===== config.mk =====
export PLATFORM = sky130hd
export DESIGN_NAME = phy_bringup_seq
export DESIGN_NICKNAME = d
export VERILOG_FILES = /design/src/rtl/phy_seq_pkg.sv /design/src/rtl/seq_timer.sv /design/src/rtl/lock_eval.sv /design/src/rtl/phy_bringup_seq.sv
export SDC_FILE = /design/constraint.sdc
export NUM_CORES = 1
export LEC_CHECK = 0
export CAP_MARGIN = 20
export CORE_MARGIN = 2
export CORE_UTILIZATION = 26
export CTS_CLUSTER_DIAMETER = 80
export DETAILED_ROUTE_END_ITERATION = 8
export PLACE_DENSITY_LB_ADDON = 0.3
export SLEW_MARGIN = 20
export SYNTH_ARGS = -nofsm -noshare
export SYNTH_HDL_FRONTEND = slang
export SYNTH_SLANG_ARGS = --single-unit

===== constraint.sdc =====
create_clock -name clk -period 1.9 [get_ports clk]
set_input_delay 0.38 -clock clk [delete_from_list [all_inputs] [get_ports clk]]
set_output_delay 0.38 -clock clk [all_outputs]
set_load 0.05 [all_outputs]

===== src/rtl/phy_seq_pkg.sv =====
package phy_seq_pkg;

    typedef enum logic [3:0] {
        S_IDLE,
        S_CLKEN_WAIT,
        S_ADDR_RST,
        S_WR_RST,
        S_POLL_DLY,
        S_ADDR_STAT,
        S_RD_STAT,
        S_FINAL_DLY,
        S_DONE
    } seq_state_e;

    typedef enum logic [1:0] {
        OP_ADDR  = 2'd0,
        OP_WRITE = 2'd1,
        OP_READ  = 2'd2
    } cmd_op_e;

    typedef enum logic [1:0] {
        RES_OK      = 2'd0,
        RES_HS_ERR  = 2'd1,
        RES_LOCK_TO = 2'd2
    } seq_result_e;

endpackage


===== src/rtl/seq_timer.sv =====
module seq_timer #(
    parameter int W = 8
) (
    input  logic         clk,
    input  logic         rst_n,
    input  logic         load,
    input  logic [W-1:0] load_val,
    output logic         zero
);
    logic [W-1:0] cnt_d, cnt_q;

    always_comb begin
        if (load)
            cnt_d = load_val;
        else if (cnt_q != '0)
            cnt_d = cnt_q - 1'b1;
        else
            cnt_d = cnt_q;
    end

    always_ff @(posedge clk or negedge rst_n) begin
        if (!rst_n) cnt_q <= '0;
        else        cnt_q <= cnt_d;
    end

    assign zero = (cnt_q == '0);

    // an unloaded running count steps down by exactly one
    assert_count_step_R4: assert property (@(posedge clk) disable iff (!rst_n)
        (!load && cnt_q != '0) |=> (cnt_q == $past(cnt_q) - 1'b1));

endmodule


===== src/rtl/lock_eval.sv =====
module lock_eval #(
    parameter int DATA_W    = 16,
    parameter int LOCK_BIT  = 1,
    parameter int MAX_TRIES = 10,
    parameter int TRW       = 4
) (
    input  logic [DATA_W-1:0] rd_data,
    input  logic [TRW-1:0]    tries_done,
    output logic              locked,
    output logic              exhausted
);
    localparam logic [DATA_W-1:0] LOCK_MASK = DATA_W'(1) << LOCK_BIT;

    assign locked    = |(rd_data & LOCK_MASK);
    assign exhausted = (tries_done >= TRW'(MAX_TRIES));
endmodule


===== src/rtl/phy_bringup_seq.sv =====
module phy_bringup_seq
    import phy_seq_pkg::*;
#(
    parameter int          DATA_W    = 16,
    parameter int          SHORT_DLY = 100,
    parameter int          LONG_DLY  = 1000,
    parameter int          MAX_TRIES = 10,
    parameter int          LOCK_BIT  = 1,
    parameter logic [15:0] RST_REG   = 16'h7F3F,
    parameter logic [15:0] RST_VAL   = 16'h0001,
    parameter logic [15:0] STAT_REG  = 16'h2003
) (
    input  logic              clk,
    input  logic              rst_n,
    input  logic              start,
    output logic              busy,
    output logic              done,
    output logic [1:0]        status,
    output logic              pll_clk_en,
    output logic              cmd_req,
    output logic [1:0]        cmd_op,
    output logic [DATA_W-1:0] cmd_wdata,
    output logic              cmd_noack,
    input  logic              cmd_done,
    input  logic              cmd_err,
    input  logic [DATA_W-1:0] cmd_rdata
);
    localparam int MAXD = (LONG_DLY > SHORT_DLY) ? LONG_DLY : SHORT_DLY;
    localparam int TW   = $clog2(MAXD + 1);
    localparam int TRW  = $clog2(MAX_TRIES + 1);

    typedef struct packed {
        seq_state_e     state;
        logic           sent;
        logic           clken;
        logic [TRW-1:0] tries;
        seq_result_e    result;
    } seq_regs_t;

    seq_regs_t r_d, r_q;

    logic          tmr_load;
    logic [TW-1:0] tmr_val;
    logic          tmr_zero;
    logic          is_cmd_state;
    logic [TRW-1:0] tries_inc;
    logic          rd_locked;
    logic          rd_exhausted;

    seq_timer #(.W(TW)) u_timer (
        .clk      (clk),
        .rst_n    (rst_n),
        .load     (tmr_load),
        .load_val (tmr_val),
        .zero     (tmr_zero)
    );

    assign tries_inc = r_q.tries + 1'b1;

    lock_eval #(
        .DATA_W    (DATA_W),
        .LOCK_BIT  (LOCK_BIT),
        .MAX_TRIES (MAX_TRIES),
        .TRW       (TRW)
    ) u_lock (
        .rd_data    (cmd_rdata),
        .tries_done (tries_inc),
        .locked     (rd_locked),
        .exhausted  (rd_exhausted)
    );

    assign is_cmd_state = (r_q.state == S_ADDR_RST)  || (r_q.state == S_WR_RST) ||
                          (r_q.state == S_ADDR_STAT) || (r_q.state == S_RD_STAT);

    always_comb begin
        r_d      = r_q;
        tmr_load = 1'b0;
        tmr_val  = '0;
        if (is_cmd_state)
            r_d.sent = !cmd_done;
        if (is_cmd_state && cmd_done && cmd_err) begin
            r_d.state  = S_DONE;
            r_d.result = RES_HS_ERR;
            r_d.clken  = 1'b0;
        end else begin
            unique case (r_q.state)
                S_IDLE: if (start) begin
                    r_d.state  = S_CLKEN_WAIT;
                    r_d.clken  = 1'b1;
                    r_d.sent   = 1'b0;
                    r_d.tries  = '0;
                    r_d.result = RES_OK;
                    tmr_load   = 1'b1;
                    tmr_val    = TW'(SHORT_DLY - 1);
                end
                S_CLKEN_WAIT: if (tmr_zero) r_d.state = S_ADDR_RST;
                S_ADDR_RST:   if (cmd_done) r_d.state = S_WR_RST;
                S_WR_RST: if (cmd_done) begin
                    r_d.state = S_POLL_DLY;
                    tmr_load  = 1'b1;
                    tmr_val   = TW'(SHORT_DLY - 1);
                end
                S_POLL_DLY:   if (tmr_zero) r_d.state = S_ADDR_STAT;
                S_ADDR_STAT:  if (cmd_done) r_d.state = S_RD_STAT;
                S_RD_STAT: if (cmd_done) begin
                    r_d.tries = tries_inc;
                    tmr_load  = 1'b1;
                    if (rd_locked) begin
                        r_d.state = S_FINAL_DLY;
                        tmr_val   = TW'(LONG_DLY - 1);
                    end else if (rd_exhausted) begin
                        r_d.state  = S_DONE;
                        r_d.result = RES_LOCK_TO;
                        r_d.clken  = 1'b0;
                    end else begin
                        r_d.state = S_POLL_DLY;
                        tmr_val   = TW'(SHORT_DLY - 1);
                    end
                end
                S_FINAL_DLY:  if (tmr_zero) r_d.state = S_DONE;
                S_DONE:       r_d.state = S_IDLE;
                default:      r_d.state = S_IDLE;
            endcase
        end
    end

    always_ff @(posedge clk or negedge rst_n) begin
        if (!rst_n) begin
            r_q.state  <= S_IDLE;
            r_q.sent   <= 1'b0;
            r_q.clken  <= 1'b0;
            r_q.tries  <= '0;
            r_q.result <= RES_OK;
        end else begin
            r_q <= r_d;
        end
    end

    always_comb begin
        cmd_op    = OP_ADDR;
        cmd_wdata = '0;
        unique case (r_q.state)
            S_ADDR_RST:  cmd_wdata = DATA_W'(RST_REG);
            S_WR_RST:    begin cmd_op = OP_WRITE; cmd_wdata = DATA_W'(RST_VAL); end
            S_ADDR_STAT: cmd_wdata = DATA_W'(STAT_REG);
            S_RD_STAT:   cmd_op = OP_READ;
            default:     cmd_op = OP_ADDR;
        endcase
    end

    assign cmd_req    = is_cmd_state && !r_q.sent;
    assign cmd_noack  = cmd_req && (r_q.state == S_WR_RST);
    assign busy       = (r_q.state != S_IDLE);
    assign done       = (r_q.state == S_DONE);
    assign status     = r_q.result;
    assign pll_clk_en = r_q.clken;

    assert_req_single_R3: assert property (@(posedge clk) disable iff (!rst_n)
        (cmd_req && !cmd_done) |=> !cmd_req);

    assert_clken_on_start_R2: assert property (@(posedge clk) disable iff (!rst_n)
        $rose(busy) |-> pll_clk_en);

    assert_err_abort_R7: assert property (@(posedge clk) disable iff (!rst_n)
        (is_cmd_state && cmd_done && cmd_err) |=> (done && status == RES_HS_ERR && !cmd_req));

    assert_done_pulse_R9: assert property (@(posedge clk) disable iff (!rst_n)
        done |=> (!done && !busy));

    assert_fail_clk_off_R11: assert property (@(posedge clk) disable iff (!rst_n)
        (done && status != RES_OK) |-> !pll_clk_en);

    assert_try_bound_R6: assert property (@(posedge clk) disable iff (!rst_n)
        r_q.tries <= TRW'(MAX_TRIES));

endmodule


Word level (Yosys, flattened, before mapping)
Index checks and enable logic that the tools add are counted.
{"block": "totals", "elab_cells": 88, "reg_bits": 22, "out_inout_bits": 25}
{"block": "op_classes", "n_eq_ne": 20, "n_reduce_logical": 20, "addsub": 2, "n_lt_le_gt_ge": 1, "bitwise_logic": 1, "mux": 38}
{"op": "10-bit 2-to-1 mux", "n": 5}
{"op": "15-bit one-hot mux with 3 select lines", "n": 1}
{"op": "4-bit 2-to-1 mux", "n": 10}
{"op": "4-bit one-hot mux with 8 select lines", "n": 1}
{"op": "10-bit one-hot mux with 3 select lines", "n": 1}
{"op": "7-bit 2-to-1 mux", "n": 4}
{"op": "3-bit by 2-bit inequality test with 1-bit output (second input constant)", "n": 6}
{"op": "4-bit by 3-bit equality test with 1-bit output (second input constant)", "n": 4}
{"op": "7-bit one-hot mux with 2 select lines", "n": 1}
{"op": "12-bit 2-to-1 mux", "n": 1}
{"op": "3-bit inequality test (second input constant)", "n": 4}
{"op": "10-bit zero test", "n": 1}
{"op": "10-bit nonzero test", "n": 1}
{"op": "10-bit by 1-bit subtractor with 10-bit output (second input constant)", "n": 1}
{"op": "1-bit 2-to-1 mux", "n": 9}
{"op": "4-bit by 2-bit equality test with 1-bit output (second input constant)", "n": 2}
{"op": "8-bit AND reduction", "n": 1}
{"op": "2-bit 2-to-1 mux", "n": 3}
{"op": "5-bit AND reduction", "n": 1}
{"op": "4-bit by 1-bit adder with 4-bit output (second input constant)", "n": 1}
{"op": "4-bit by 1-bit equality test with 1-bit output (second input constant)", "n": 1}
{"op": "4-bit equality test (second input constant)", "n": 1}
{"op": "4-bit >= comparator (second input constant)", "n": 1}
{"op": "1-bit logical AND", "n": 4}
{"op": "12 further kinds", "n": 17}

Logic depth before layout (Yosys ltp)
{"block": "depth", "depth_word": 8, "ltp_mapped": 7, "ltp_nobuf": 7}

Hierarchy
A second synthesis with hierarchy kept.
{"block": "hier_totals", "hier_cells": 217, "area_unflattened_um2": 1755.4}
{"module": "phy_bringup_seq", "instances": 1, "seq_area_each_um2": 300.3, "area_per_inst_um2": 1146.1, "cells_each": 148}
{"module": "seq_timer", "instances": 1, "seq_area_each_um2": 250.2, "area_per_inst_um2": 594.3, "cells_each": 67}
{"module": "lock_eval", "instances": 1, "seq_area_each_um2": 0.0, "area_per_inst_um2": 15.0, "cells_each": 2}

Worst setup path before layout
OpenSTA, ideal clock, no wires.
{"block": "synth_path", "path_kind": "reg2out", "start": "register r_q[8] in the netlist's numbering", "end": "output cmd_wdata[10]", "required_time_ns": 1.520, "setup_slack_ns": -1.169, "path_stages_with_launch": 5, "n_path_buf": 2, "arrival_time_ns": 2.689, "cell_sequence": "dfrtp_1 -> clkbuf_1 -> nand2b_1 -> nor3_1 -> buf_4"}
{"block": "synth_between", "elab_chain_len": 2}
{"element": "start: declaration", "line_no": "phy_bringup_seq.sv:40", "rtl": "seq_regs_t r_d, r_q;"}
{"element": "start signal: assignment", "line_no": "phy_bringup_seq.sv:135", "rtl": "r_q <= r_d;"}
{"element": "4-bit by 3-bit equality test with 1-bit output or 4-bit by 2-bit equality test with 1-bit output (tied branches)", "line_no": "phy_bringup_seq.sv:142", "rtl": "unique case (r_q.state)"}
{"element": "15-bit one-hot mux with 3 select lines *", "line_no": "phy_bringup_seq.sv:142"}
{"element": "end: declaration", "line_no": "phy_bringup_seq.sv:22", "rtl": "output logic [DATA_W-1:0] cmd_wdata,"}
Every way passes the cells marked *; elsewhere a longest branch is shown, timed or not.

Worst setup path in the final report
{"block": "layout_path", "start": "input start", "end": "register u_timer.cnt_q[5]"}
{"block": "layout_between", "elab_chain_len": 4}
{"element": "start: declaration", "line_no": "phy_bringup_seq.sv:15", "rtl": "input logic start,"}
{"element": "7-bit 2-to-1 mux or 1-bit 2-to-1 mux (tied branches)", "line_no": "phy_bringup_seq.sv:87", "rtl": "S_IDLE: if (start) begin"}
{"element": "10-bit one-hot mux with 3 select lines or 1-bit one-hot mux with 2 select lines (tied branches)", "line_no": "phy_bringup_seq.sv:86", "rtl": "unique case (r_q.state)"}
{"element": "10-bit 2-to-1 mux or 1-bit 2-to-1 mux (tied branches)", "line_no": "phy_bringup_seq.sv:81", "rtl": "if (is_cmd_state && cmd_done && cmd_err) begin"}
{"element": "10-bit 2-to-1 mux or 2-bit nonzero test (tied branches)"}
{"element": "end signal: assignment", "line_no": "seq_timer.sv:23", "rtl": "else cnt_q <= cnt_d;"}
{"element": "end: declaration", "line_no": "seq_timer.sv:10", "rtl": "logic [W-1:0] cnt_d, cnt_q;"}
Parallel ways exist; a longest one is shown, timed or not.
A chain may end at the register's enable or synchronous reset.

==> results by group <==
Outcome
  • Status: complete, but fails checks
  • Failing checks: setup timing

Worst setup path
  • RR Endpoint: r_q[9]
  • Crit path DAT: approximately 2100 ps
  • R2R depth: 7
  • WP buf/inv: 2
  • Critical Path Fanout Max: 10
  • Crit end category: register
  • Critical path's top delay family: buffers and inverters
  • Stages on worst setup path: 7
  • Crit path required time: about 2000 ps
  • Reg2Reg Launch Point: r_q[10]
  • Worst path cell trace: clkdlybuf4s50_1 -> or3b_1 -> a21o_1 -> a211oi_2 -> buf_4 -> or2b_1 -> o21ai_0
  • Critical Path Start Type: input pin
  • CP peak stage delay: 480 ps
  • Kind of critical path: in -> reg
  • Crit-path slowest cell: clkdlybuf4s50_1
  • Reg2reg setup slack: -10 ps

Clock tree
  • TritonCTS Buffers: 3
  • Clock root buffer: clkbuf_8
  • Num Clock Sinks: 22
  • Clk slew on worst S/H paths: 90 ps
  • Longest Clk Path Bufs: 2
  • H-tree depth: 1
  • Clock tree from TritonCTS: built
  • Clock Latency Late Sink: around 270 ps
  • Hold buffers post-CTS: 0

Synthesis
  • Synthesized cell area: roughly 0.0016 mm^2
  • Synth area leaders: dfrtp_1 34%, buf_4 7.4%, nor2_1 4.4%
  • Compound-Gate Fraction of Synth Area: ~19%
  • Biggest area consumer among synthesized cells: dfrtp_1
  • Number of synthesized flops with an enable pin: 0
  • Dominant synthesized flop cell: dfrtp_1
  • Syn. warnings: 0
  • Largest family of logic cells by synthesized area: simple AND/OR/NAND/NOR gates
  • Synth top area share: approximately 34%
  • Seq/Total Area, Yosys: between 30 and 40%
  • Synth async-reset ratio: 100.0%
  • Syn Area/Cell: roughly 8.9 um^2
  • Cell count after synthesis: 183
  • Post-Synth Adder-Cell Area: approximately 3.1%
  • Count leader, synth: dfrtp_1
  • Number of distinct library cells after synthesis: between 40 and 50
  • Post-synthesis simple-gate area fraction: 25.79%
  • Synth top cells by count: 22 x dfrtp_1, 19 x nor2_1, 16 x buf_4
  • Synth Area in XOR/XNOR: roughly 5.4%
  • Post-synthesis mux area share: approximately 1.2%
  • Flops & latches, synth: 22

Floorplan
  • Row cnt: 28
  • Core Area: 0.005956 mm^2
  • Die Span Y: 82.94 um
  • Initial core utilization: between 20% and 30%
  • Die area: 0.006879 mm^2
  • I/O pin total: 46
  • Chip width: approximately 83 um

Detailed routing
  • Antenna Violating Nets Remaining: 0
  • Drt pass-1 iters: 4
  • Final wirelength: 4104 um
  • Detailed-route via count: approximately 1500
  • Met1 Wirelength: between 1500 and 2000 um
  • Drt initial violations: 29
  • Post-DR vias/cell: approximately 4.7
  • Top routing layer in use: met4
  • Detailed-routed wire length on met3: roughly 110 um
  • Number of remaining DRC errors: 0
  • DR WL met2: between 2000 and 2500 um
  • Wire length per cell: 13.07 um

STA
  • Tmin final: between 1500 and 2000 ps
  • Maximum clock frequency: 0.5109 GHz
  • Final slew viol count: 0
  • Period utilization: 103.0%
  • Layout Skew: roughly 5.1 ps
  • Final hold violation count: 0
  • Final Worst Setup Slack: -57.48 ps
  • RSZ-0062 raised after global routing: true
  • Final setup violating endpoints: 24

Power and ir drop
  • Max VDD drop: approximately 1.4 mV
  • Switching share of power: a little under half
  • P_sw: ~0.0024 W
  • Pwr/cell area: 2007 mW/mm^2
  • Proportion of power drawn by flip-flops and latches: between 10% and 20%
  • Clock network power share: about 6.9%
  • Cell Int Power: between 0.002 and 0.003 W
  • Lkg Pwr: ~1.1 nW
  • Part of the power in combinational logic: 75.7%

Placement
  • # port buffers: 27
  • Dpl cells: 297
  • Final RePlAce weighted congestion: 0.7818
  • Hpwl dp: about 3000 um
  • Dpl ws: -404.9 ps

Worst hold path
  • Hold crit path type: in -> async

Global route
  • Largest net degree at the start of global routing: 23
  • Gr ovfl total: 0
  • Global-route wire length before repair: 7176 um
  • Initial antenna violation count: 0
  • Total track usage: around an eighth
  • Vias in the first global route: approximately 1500

Cells and area
  • Area delta synth->final: 56.52%
  • Layout cells sized above 1: between 30% and 40%
  • Ant. Diodes: 0
  • Post-Layout Cell Count: approximately 310
  • Fin nets: roughly 270

Run
  • Max-cap violations: 0
[metal layers]
layer | up-vias | track usage, %
met3 | 12 | 2.883
met2 | 18 | 22.21
li1 | 738 | -
met4 | 0 | 4.024
met5 | - | 0
met1 | 704 | 14.63
[worst max path at each step]
stage	startpoint	to	slack (ps)
final	start	u_timer.cnt_q[5]	-60
after global routing	r_q[10]	cmd_noack	-150
after CTS	r_q[10]	cmd_wdata[13]	-70
after detailed placement	start	r_q[4]	-400
after global placement	start	u_timer.cnt_q[5]	-320
after floorplan	r_q[8]	cmd_wdata[10]	-170
[sequential cells by signal (all words and copies together), names as in the netlist]
register,count
r_q,9
pll_clk_en,1
u_timer.cnt_q,10
status,2
[layout by cell type (no fill, tap or decap), types with 5 or more instances in the layout]
cell type	Yosys	routed
buf_4	16	39
buf_12	0	21
dfrtp_1	22	19
nor2_1	19	17
nand2_1	15	14
a21oi_1	9	8
inv_1	7	6
nand3_1	7	6
clkdlybuf4s50_1	0	6
o21a_1	5	5
xor2_1	5	5
xnor2_1	5	5
o21ai_1	3	5
o21ai_0	7	5
[what timing repair did]
| item | in CTS | in global routing |
|---|---|---|
| pin swaps | 7 | 3 |
| hold endpoints to repair | 0 | 0 |
| cloned | 0 | 0 |
| setup buffers | 12 | 1 |
| resized for setup | 13 | 5 |
| setup endpoints to repair | 24 | 31 |
[worst register-to-register path: stages (launching register included)]
cell,delay (ps)
dfrtp_2,480
buf_6,150
buf_12,120
or3_1,350
a21oi_2,190
a211oi_4,70
and4b_1,200
a211o_1,230
[kinds of logic after synthesis]
kind of cell,Yosys count
AO/OA/AOI/OAI,44
XOR/XNOR,10
adder cells (fa/ha/maj),4
buffers and inverters,27
flip-flops,22
multiplexers,2
other,1
AND/OR/NAND/NOR,73
[metrics by stage]
| step | setup TNS [ps] | power [W] | util (%) | hold slack [ps] | cell area, um^2 |
|---|---|---|---|---|---|
| after floorplan | -1388 | 0.003154 | - | 84.41 | 1714 |
| after global placement | -4934 | 0.004429 | 38.91 | 471.2 | 2317 |
| after detailed placement | -5284 | 0.004467 | 38.91 | 472.9 | 2317 |
| after CTS | -942.3 | 0.005078 | 42.10 | 471.6 | 2507 |
| after global routing | -2863 | 0.005396 | 42.58 | 493.0 | 2536 |
| final | -819.2 | 0.005090 | 42.58 | 456.8 | 2536 |
[final cells by class]
| class | instances | area (um^2) |
|---|---|---|
| Fill cell | 596 | 3420 |
| Multi-Input combinational cell | 136 | 988.4 |
| Timing Repair Buffer | 70 | 818.3 |
| Sequential cell | 22 | 554.3 |
| Tap cell | 75 | 93.84 |
| Clock buffer | 4 | 55.05 |
| Inverter | 7 | 26.28 |
[power by group through the flow]
stage / clock network [W] / registers, W / logic (W)
finish: 0.000354 / 0.000882 / 0.00386
global route: 0.000379 / 0.000912 / 0.00410
CTS: 0.000363 / 0.000879 / 0.00384
detailed placement: 0 / 0.000890 / 0.00358
global placement: 0 / 0.000889 / 0.00354
floorplan: 0 / 0.000863 / 0.00229
Note: power is estimated with default switching activity, not from simulation.
